`src/rtl/dly_store_buf.sv`:
```
module dly_store_buf #(
  parameter int AW    = 16,
  parameter int DW    = 32,
  parameter int DEPTH = 2
) (
  input  logic            clk,
  input  logic            rst_n,
  input  logic            st_valid,
  input  logic [AW-1:0]   st_addr,
  input  logic [DW-1:0]   st_data,
  input  logic [DW/8-1:0] st_be,
  output logic            st_full,
  input  logic            tc_valid,
  input  logic            tc_hit,
  output logic            miss_req,
  input  logic            miss_ack,
  input  logic            port_busy,
  output logic            wr_en,
  output logic [AW-1:0]   wr_addr,
  output logic [DW-1:0]   wr_data,
  output logic [DW/8-1:0] wr_be,
  input  logic            ld_valid,
  input  logic [AW-1:0]   ld_addr,
  output logic            fwd_hit,
  output logic [DW-1:0]   fwd_data,
  output logic            ld_stall
);
  localparam int BW = DW / 8;
  localparam int PW = (DEPTH > 1) ? $clog2(DEPTH) : 1;
  localparam int CW = $clog2(DEPTH + 1);

  logic [AW-1:0]    e_addr [DEPTH];
  logic [DW-1:0]    e_data [DEPTH];
  logic [BW-1:0]    e_be   [DEPTH];
  logic [DEPTH-1:0] e_vld, e_res, e_miss;
  logic [PW-1:0]    hd, tl, ck;
  logic [CW-1:0]    cnt;

  function automatic logic [PW-1:0] nxt(input logic [PW-1:0] p);
    return (p == PW'(DEPTH - 1)) ? '0 : p + 1'b1;
  endfunction

  logic push, pop, resolve, ack;

  assign st_full  = (cnt == CW'(DEPTH));
  assign push     = st_valid && !st_full;
  assign resolve  = tc_valid && e_vld[ck] && !e_res[ck];
  assign miss_req = e_vld[hd] && e_miss[hd];
  assign ack      = miss_ack && miss_req;
  assign pop      = e_vld[hd] && e_res[hd] && !e_miss[hd] && !port_busy;

  assign wr_en   = pop;
  assign wr_addr = e_addr[hd];
  assign wr_data = e_data[hd];
  assign wr_be   = e_be[hd];

  always_ff @(posedge clk) begin
    if (!rst_n) begin
      e_vld  <= '0;
      e_res  <= '0;
      e_miss <= '0;
      hd     <= '0;
      tl     <= '0;
      ck     <= '0;
      cnt    <= '0;
    end else begin
      if (push) begin
        e_addr[tl] <= st_addr;
        e_data[tl] <= st_data;
        e_be[tl]   <= st_be;
        e_vld[tl]  <= 1'b1;
        e_res[tl]  <= 1'b0;
        e_miss[tl] <= 1'b0;
        tl         <= nxt(tl);
      end
      if (resolve) begin
        e_res[ck]  <= 1'b1;
        e_miss[ck] <= !tc_hit;
        ck         <= nxt(ck);
      end
      if (ack)
        e_miss[hd] <= 1'b0;
      if (pop) begin
        e_vld[hd] <= 1'b0;
        hd        <= nxt(hd);
      end
      cnt <= cnt + CW'(push) - CW'(pop);
    end
  end

  logic          m_found;
  logic [DW-1:0] m_data;
  logic [BW-1:0] m_be;

  always_comb begin
    m_found = 1'b0;
    m_data  = '0;
    m_be    = '0;
    for (int i = 0; i < DEPTH; i++) begin
      logic [PW-1:0] j;
      j = PW'((int'(hd) + i) % DEPTH);
      if (e_vld[j] && e_addr[j] == ld_addr) begin
        m_found = 1'b1;
        m_data  = e_data[j];
        m_be    = e_be[j];
      end
    end
  end

  assign fwd_hit  = ld_valid && m_found && (&m_be);
  assign ld_stall = ld_valid && m_found && !(&m_be);
  assign fwd_data = m_data;
endmodule

```
`config.mk`:
```
export PLATFORM = sky130hd
export DESIGN_NAME = dly_store_buf
export DESIGN_NICKNAME = d
export VERILOG_FILES = /design/src/rtl/dly_store_buf.sv
export SDC_FILE = /design/constraint.sdc
export NUM_CORES = 1
export LEC_CHECK = 0
export BUFFER_PORTS_ARGS = -buffer_cell sky130_fd_sc_hd__buf_2
export CORE_UTILIZATION = 35
export DETAILED_ROUTE_END_ITERATION = 8
export PLACE_DENSITY = 0.6
export SLEW_MARGIN = 20
export SYNTH_ARGS = -nofsm -noshare
export SYNTH_HDL_FRONTEND = slang
export SYNTH_SLANG_ARGS = --single-unit
```
`constraint.sdc`:
```
create_clock -name clk -period 5.7 [get_ports clk]
set_input_delay 1.14 -clock clk [delete_from_list [all_inputs] [get_ports clk]]
set_output_delay 1.14 -clock clk [all_outputs]
set_load 0.05 [all_outputs]
```
==> flow_metrics.py, run 1 <==
metrics = {
    "global_route": {
        "antenna_found_initial": 0,
        "grt_max_degree": 33,
        "grt_pass1_wl_um": 19100,
        "overflow": 0,
        "grt_pass1_vias": 3710,
        "grtUsageTotal": 0.163,
    },
    "placed_design": {
        "dp_hpwl_um": 8500,
        "port_buffers": 164,
        "placed_cells": 690,
        "gp_congestion": 0.782,
        "placed_area_sq_um": 6360,
    },
    "critical_path": {
        "path_cells": "buf_4, mux2i_1, xnor2_1, nor4_1, nand4_1, nor3_4, mux2_2, a22o_1, buf_2",
        "path_buf_inv": 2,
        "r2r_start": "cnt[0]",
        "slowest_stage": "dfxtp_1",
        "reg2reg_to": "e_addr[0][6]",
        "crit_path_start_kind": "register",
        "critPathMaxFanout": 32,
        "arrival_ns": 4.02,
        "criticalPathCategory": "register to output pin",
        "crit_cells": 9,
        "endpoint_kind": "output pin",
        "endpoint": "fwd_data[24]",
        "r2r_cells": 5,
        "cp.required_ns": 4.56,
        "r2r_slack_ns": 3.26,
        "slowest_delay_ns": 0.73,
        "crit_start": "hd",
        "path_delay_family": "simple AND/OR/NAND/NOR gates",
    },
    "sta": {
        "hold_violations": 0,
        "worst_slew_pin_slew_ns": 0.822,
        "rsz0062_at_grt": "no",
        "fmax_ghz": 0.194,
        "fin_worst_skew_ns": 0.00729,
        "slew_viol_final": 0,
        "fin_setup_tns_ns": 0,
        "period_minus_slack_ns": 5.16,
        "setup_violations": 0,
        "period_share": 0.905,
        "relSlewSlack": 0.451,
    },
    "routing": {
        "first_pass_iters": 7,
        "routed_via_density": 4.98,
        "drtIter0Drc": 161,
        "vias": 3602,
        "drtAntennaViolNets": 0,
        "routed_wl_um": 12300,
        "wl_per_cell_um": 17.1,
        "drcViolationCount": 20,
    },
    "floorplan": {
        "die_h_um": 126,
        "io_pins": 165,
        "start_util": 0.364,
        "coreArea_sq_um": 14700,
        "die_area_sq_um": 15800,
        "rows": 44,
        "chipWidth_um": 126,
    },
    "layout": {
        "fin_nets": 603,
        "area_delta_synth_final_pct": 30.1,
        "final_cells": 723,
        "fill_cells": 1331,
        "multi_input_area_sq_um": 1850,
        "drive_gt1_frac": 0.489,
        "regArea_sq_um": 3360,
        "final_area_sq_um": 6960,
        "final_cell_mix": "164 x buf_2, 104 x edfxtp_1, 40 x mux2_2",
        "layout_commonest_cell": "buf_2",
    },
    "synthesis": {
        "synth_fp_nets": 429,
        "yosysSeqAreaShare": 0.629,
        "syn_area_sq_um": 5350,
        "synthCells": 351,
        "async_reset_ff_frac": 0,
        "netlist-cell-type-count": 41,
        "ys_seq_elements": 116,
        "synth_warnings": 0,
        "synth_edf_count": 104,
        "syn_area_per_cell_sq_um": 15.2,
        "synth_top_flop_cell": "edfxtp_1",
    },
    "clock_tree": {
        "ctsResizeCount": 0,
        "clock_sinks": 116,
        "h-tree-depth": 4,
        "clk_pin_slew_ns": 0.05,
        "cts_buffers": 17,
        "clock_tree.buffer_depth": 2,
        "cts_tree": "done",
        "cts_hold_buf": 0,
        "cts_setup_buffers": 0,
        "cts-root-buf": "clkbuf_16",
        "clk_latency_ns": 0.41,
    },
    "power_and_ir_drop": {
        "combPwrFrac": 0.106,
        "intPower_mw": 1.73,
        "ir_worst_vdd_v": 0.000284,
        "p_leak_nw": 2.74,
        "seq_power_share": 0.435,
        "power_switching_uw": 552,
        "powerDensity_nw_per_um2": 328,
        "power.share.clock": 0.460,
        "switching_share": 0.242,
    },
    "worst_hold_path": {
        "min_path_type": "register to register",
        "worstHoldStart": "tl",
    },
    "run_status": {
        "violations": "design-rule violations",
        "status": "complete, but fails checks",
    },
    "run": {
        "max-cap-violations": 0,
    },
}
==> cells in the mapped netlist, drive strengths merged (2+ instances only) <==
| cell type | instances | area share |
|---|---|---|
| edfxtp | 104 | 0.58 |
| mux2 | 49 | 0.11 |
| a22o | 32 | 0.052 |
| mux2i | 21 | 0.042 |
| xnor2 | 19 | 0.037 |
| xor2 | 14 | 0.023 |
| a21oi | 13 | 0.012 |
| inv | 13 | 0.0091 |
| buf | 12 | 0.017 |
| dfxtp | 12 | 0.045 |
| nor2 | 11 | 0.0077 |
| nand2 | 10 | 0.0070 |
| nand4 | 8 | 0.0094 |
| clkbuf | 4 | 0.0028 |
| nand3 | 4 | 0.0037 |
| a2111oi | 3 | 0.0049 |
| a21boi | 2 | 0.0028 |
| ha | 2 | 0.0047 |
| nand2b | 2 | 0.0023 |
| nor3 | 2 | 0.0040 |
| nor4 | 2 | 0.0023 |
| or4 | 2 | 0.0035 |
==> cells by family (layout without fill, tap and decap cells) <==
group / after synthesis / after routing / share of synthesized area
adders and majority gates: 2 / 2 / 0.00468
DFF: 116 / 116 / 0.629
xor gates and xnor gates: 33 / 33 / 0.0597
and+or+nand+nor: 48 / 48 / 0.0505
muxes: 70 / 70 / 0.151
buffers and inverters: 29 / 216 / 0.0288
other: 0 / 1 / 0
AOI/OAI and AO/OA: 53 / 53 / 0.0763
==> registers in the layout, indices dropped and copies added, names as in the netlist, named ones only <==
| register | cells |
|---|---|
| e_data | 64 |
| hd | 1 |
| cnt | 2 |
| tl | 1 |
| e_vld | 2 |
| e_miss | 2 |
| e_res | 2 |
| e_be | 8 |
| ck | 1 |
| e_addr | 32 |
==> power by group through the flow <==
stage          Sequential (mW)  Combinational (mW)  Clock, mW
2_1_floorplan             1.00               0.167          0
3_3_place_gp              1.01               0.242          0
3_5_place_dp              1.01               0.244          0
4_1_cts                  0.993               0.245       1.07
5_1_grt                  0.997               0.260       1.11
6_report                 0.993               0.241       1.05
==> how the worst min path moves through the flow <==
| stage | to | slack (ns) | cells past startpoint |
|---|---|---|---|
| 2_1_floorplan | tl | 0.44 | 2 |
| 3_3_place_gp | tl | 0.46 | 2 |
| 3_5_place_dp | tl | 0.47 | 2 |
| 4_1_cts | tl | 0.48 | 2 |
| 5_1_grt | tl | 0.50 | 2 |
| 6_report | tl | 0.47 | 2 |
==> layer usage <==
layer	share of wire	vias up	global-route usage
met5	0	-	0
met4	0.0058	0	0.0538
met3	0.084	6	0.0671
met2	0.49	152	0.261
met1	0.42	1734	0.199
li1	-	1710	-
==> tightest hold or removal path: stages, from the launching register on <==
cell     delay (ns)
dfxtp_1        0.31
nand2_1        0.06
a21oi_1        0.05
==> metrics by stage <==
step                setup WS (ns)  total power [mW]   util  hold WS [ns]
CTS                         0.495              2.31  0.473         0.476
global route                0.184              2.37  0.473         0.504
global placement            0.871              1.25  0.433         0.455
detailed placement          0.877              1.25  0.433         0.469
floorplan                   0.869              1.17      -         0.445
finish                      0.542              2.28  0.473         0.472
==> final cells by class <==
class	count	area share
inverters	13	0.00702
diodes	1	0.000360
clock buffers	17	0.0612
well taps	184	0.0331
flip-flops and latches	116	0.484
multi-input cells	206	0.265
repair buffers	171	0.126
clock inverters	15	0.0237
(Power assumes the default switching activity.)
==> run 2: changes to the inputs <==
- GPL_ROUTABILITY_DRIVEN: unset -> 0
- RECOVER_POWER: unset -> 50
==> run 2 against run 1 <==
Net effect: the flow finishes with violations (design-rule violations, max-capacitance violations, max-slew violations); total power decreased by 0.22%; non-clock buffer count did not move; wire length rose by 0.12%; sequential power about the same; die area stayed put; hold slack is essentially flat; critical path type unchanged; largest cell class unchanged.
==> flow_metrics.py, run 2 (synthesized netlist as in run 1, its figures left out) <==
metrics = {
    "floorplan": {
        "start_util": 0.364,
        "chipWidth_um": 126,
        "io_pins": 165,
        "rows": 44,
        "die_h_um": 126,
        "coreArea_sq_um": 14700,
        "die_area_sq_um": 15800,
    },
    "critical_path": {
        "criticalPathCategory": "register to output pin",
        "critPathMaxFanout": 32,
        "crit_path_start_kind": "register",
        "r2r_slack_ns": 2.09,
        "r2r_start": "cnt[0]",
        "r2r_cells": 5,
        "endpoint": "fwd_data[26]",
        "cp.required_ns": 4.56,
        "arrival_ns": 3.98,
        "crit_start": "hd",
        "endpoint_kind": "output pin",
        "reg2reg_to": "e_addr[0][8]",
    },
    "global_route": {
        "grtUsageTotal": 0.163,
        "grt_pass1_vias": 3710,
        "grt_pass1_wl_um": 19100,
        "grt_max_degree": 33,
        "overflow": 0,
        "antenna_found_initial": 0,
    },
    "placed_design": {
        "dp_hpwl_um": 8500,
        "port_buffers": 164,
    },
    "sta": {
        "rsz0062_at_grt": "no",
        "hold_violations": 0,
        "setup_violations": 0,
        "relSlewSlack": -0.556,
        "fin_worst_skew_ns": 0.00524,
        "fmax_ghz": 0.195,
        "period_share": 0.899,
        "period_minus_slack_ns": 5.12,
        "fin_setup_tns_ns": 0,
        "worst_slew_pin_slew_ns": 2.33,
        "slew_viol_final": 54,
    },
    "layout": {
        "area_delta_synth_final_pct": 29.1,
        "utilization": 0.470,
        "fill_cells": 1348,
        "layout_commonest_cell": "buf_2",
        "regArea_sq_um": 3360,
        "fin_nets": 603,
        "top_regs": "e_data: 64 flops, e_addr: 32 flops, e_be: 8 flops",
        "multi_input_area_sq_um": 1830,
        "drive_gt1_frac": 0.435,
        "final_cell_mix": "138 x buf_2, 104 x edfxtp_1, 40 x mux2_2",
        "largest_reg_flops": 64,
        "top_register": "e_data",
    },
    "routing": {
        "drtAntennaViolNets": 0,
        "first_pass_iters": 9,
        "wl_per_cell_um": 17.1,
        "drtIter0Drc": 151,
        "routed_wl_um": 12400,
        "drcViolationCount": 20,
        "vias": 3622,
        "routed_via_density": 5.01,
    },
    "run": {
        "max-cap-violations": 2,
    },
    "worst_hold_path": {
        "min_path_type": "register to register",
    },
    "power_and_ir_drop": {
        "seq_power_share": 0.436,
        "combPwrFrac": 0.104,
        "power_switching_uw": 549,
        "p_leak_nw": 2.66,
        "powerDensity_nw_per_um2": 330,
        "switching_share": 0.241,
        "ir_worst_vdd_v": 0.000282,
        "intPower_mw": 1.73,
        "power.share.clock": 0.460,
    },
    "clock_tree": {
        "cts_tree": "done",
        "cts_hold_buf": 0,
        "cts_setup_buffers": 0,
        "ctsResizeCount": 0,
        "clock_tree.buffer_depth": 2,
        "cts-root-buf": "clkbuf_16",
        "clk_latency_ns": 0.41,
        "clock_sinks": 116,
        "clk_pin_slew_ns": 0.05,
        "cts_buffers": 17,
        "h-tree-depth": 4,
    },
    "run_status": {
        "violations": "design-rule violations, max-capacitance violations, max-slew violations",
        "status": "complete, but fails checks",
    },
}
run 2: cell types whose count changed in the layout (fill, tap and decap cells not counted), sizes merged:
cell	previous run	this run
buf	171	144
clkbuf	17	44
run 2: final cells by class:
type | count | area share
antenna | 1 | 0.000362
clock buffer | 17 | 0.0616
inverter | 13 | 0.00707
tap | 184 | 0.0333
clock inverter | 15 | 0.0239
sequential | 116 | 0.487
timing repair buffer | 171 | 0.121
multi-input combinational | 206 | 0.265
run 2: power by group through the flow:
stage,clock network [mW],logic [mW],registers (mW)
floorplan,0,0.167,1.00
global route,1.11,0.256,0.997
finish,1.05,0.237,0.993
global placement,0,0.242,1.01
CTS,1.07,0.245,0.993
detailed placement,0,0.244,1.01
run 2: routing by layer:
| metal | track usage | vias to the layer above | part of all wire |
|---|---|---|---|
| met3 | 0.0671 | 4 | 0.084 |
| met4 | 0.0538 | 0 | 0.0043 |
| li1 | - | 1710 | - |
| met5 | 0 | - | 0 |
| met1 | 0.199 | 1756 | 0.42 |
| met2 | 0.261 | 152 | 0.49 |
run 2: worst max-delay path, stage by stage, from the launching register on:
cell	delay, ns
dfxtp_1	0.72
buf_4	0.34
mux2i_1	0.25
xnor2_1	0.08
nor4_1	0.33
nand4_1	0.22
nor3_4	0.38
mux2_2	0.68
a22o_1	0.28
buf_2	0.27
run 2: worst min-delay path by stage:
| stage | start | cells after the start | slack, ns | end |
|---|---|---|---|---|
| floorplan | tl | 2 | 0.44 | tl |
| global placement | tl | 2 | 0.46 | tl |
| detailed placement | tl | 2 | 0.47 | tl |
| CTS | tl | 2 | 0.48 | tl |
| global route | tl | 2 | 0.50 | tl |
| finish | tl | 2 | 0.47 | tl |
run 2: metrics by stage:
step | cells | setup WS (ns) | hold WS, ns | total power, mW | area [sq um]
5_1_grt | 722 | 0.188 | 0.504 | 2.36 | 6900
6_report | 723 | 0.577 | 0.472 | 2.28 | 6900
4_1_cts | 722 | 0.495 | 0.476 | 2.31 | 6950
3_3_place_gp | 690 | 0.871 | 0.455 | 1.25 | 6360
2_1_floorplan | 351 | 0.869 | 0.445 | 1.17 | 5350
3_5_place_dp | 690 | 0.877 | 0.469 | 1.25 | 6360
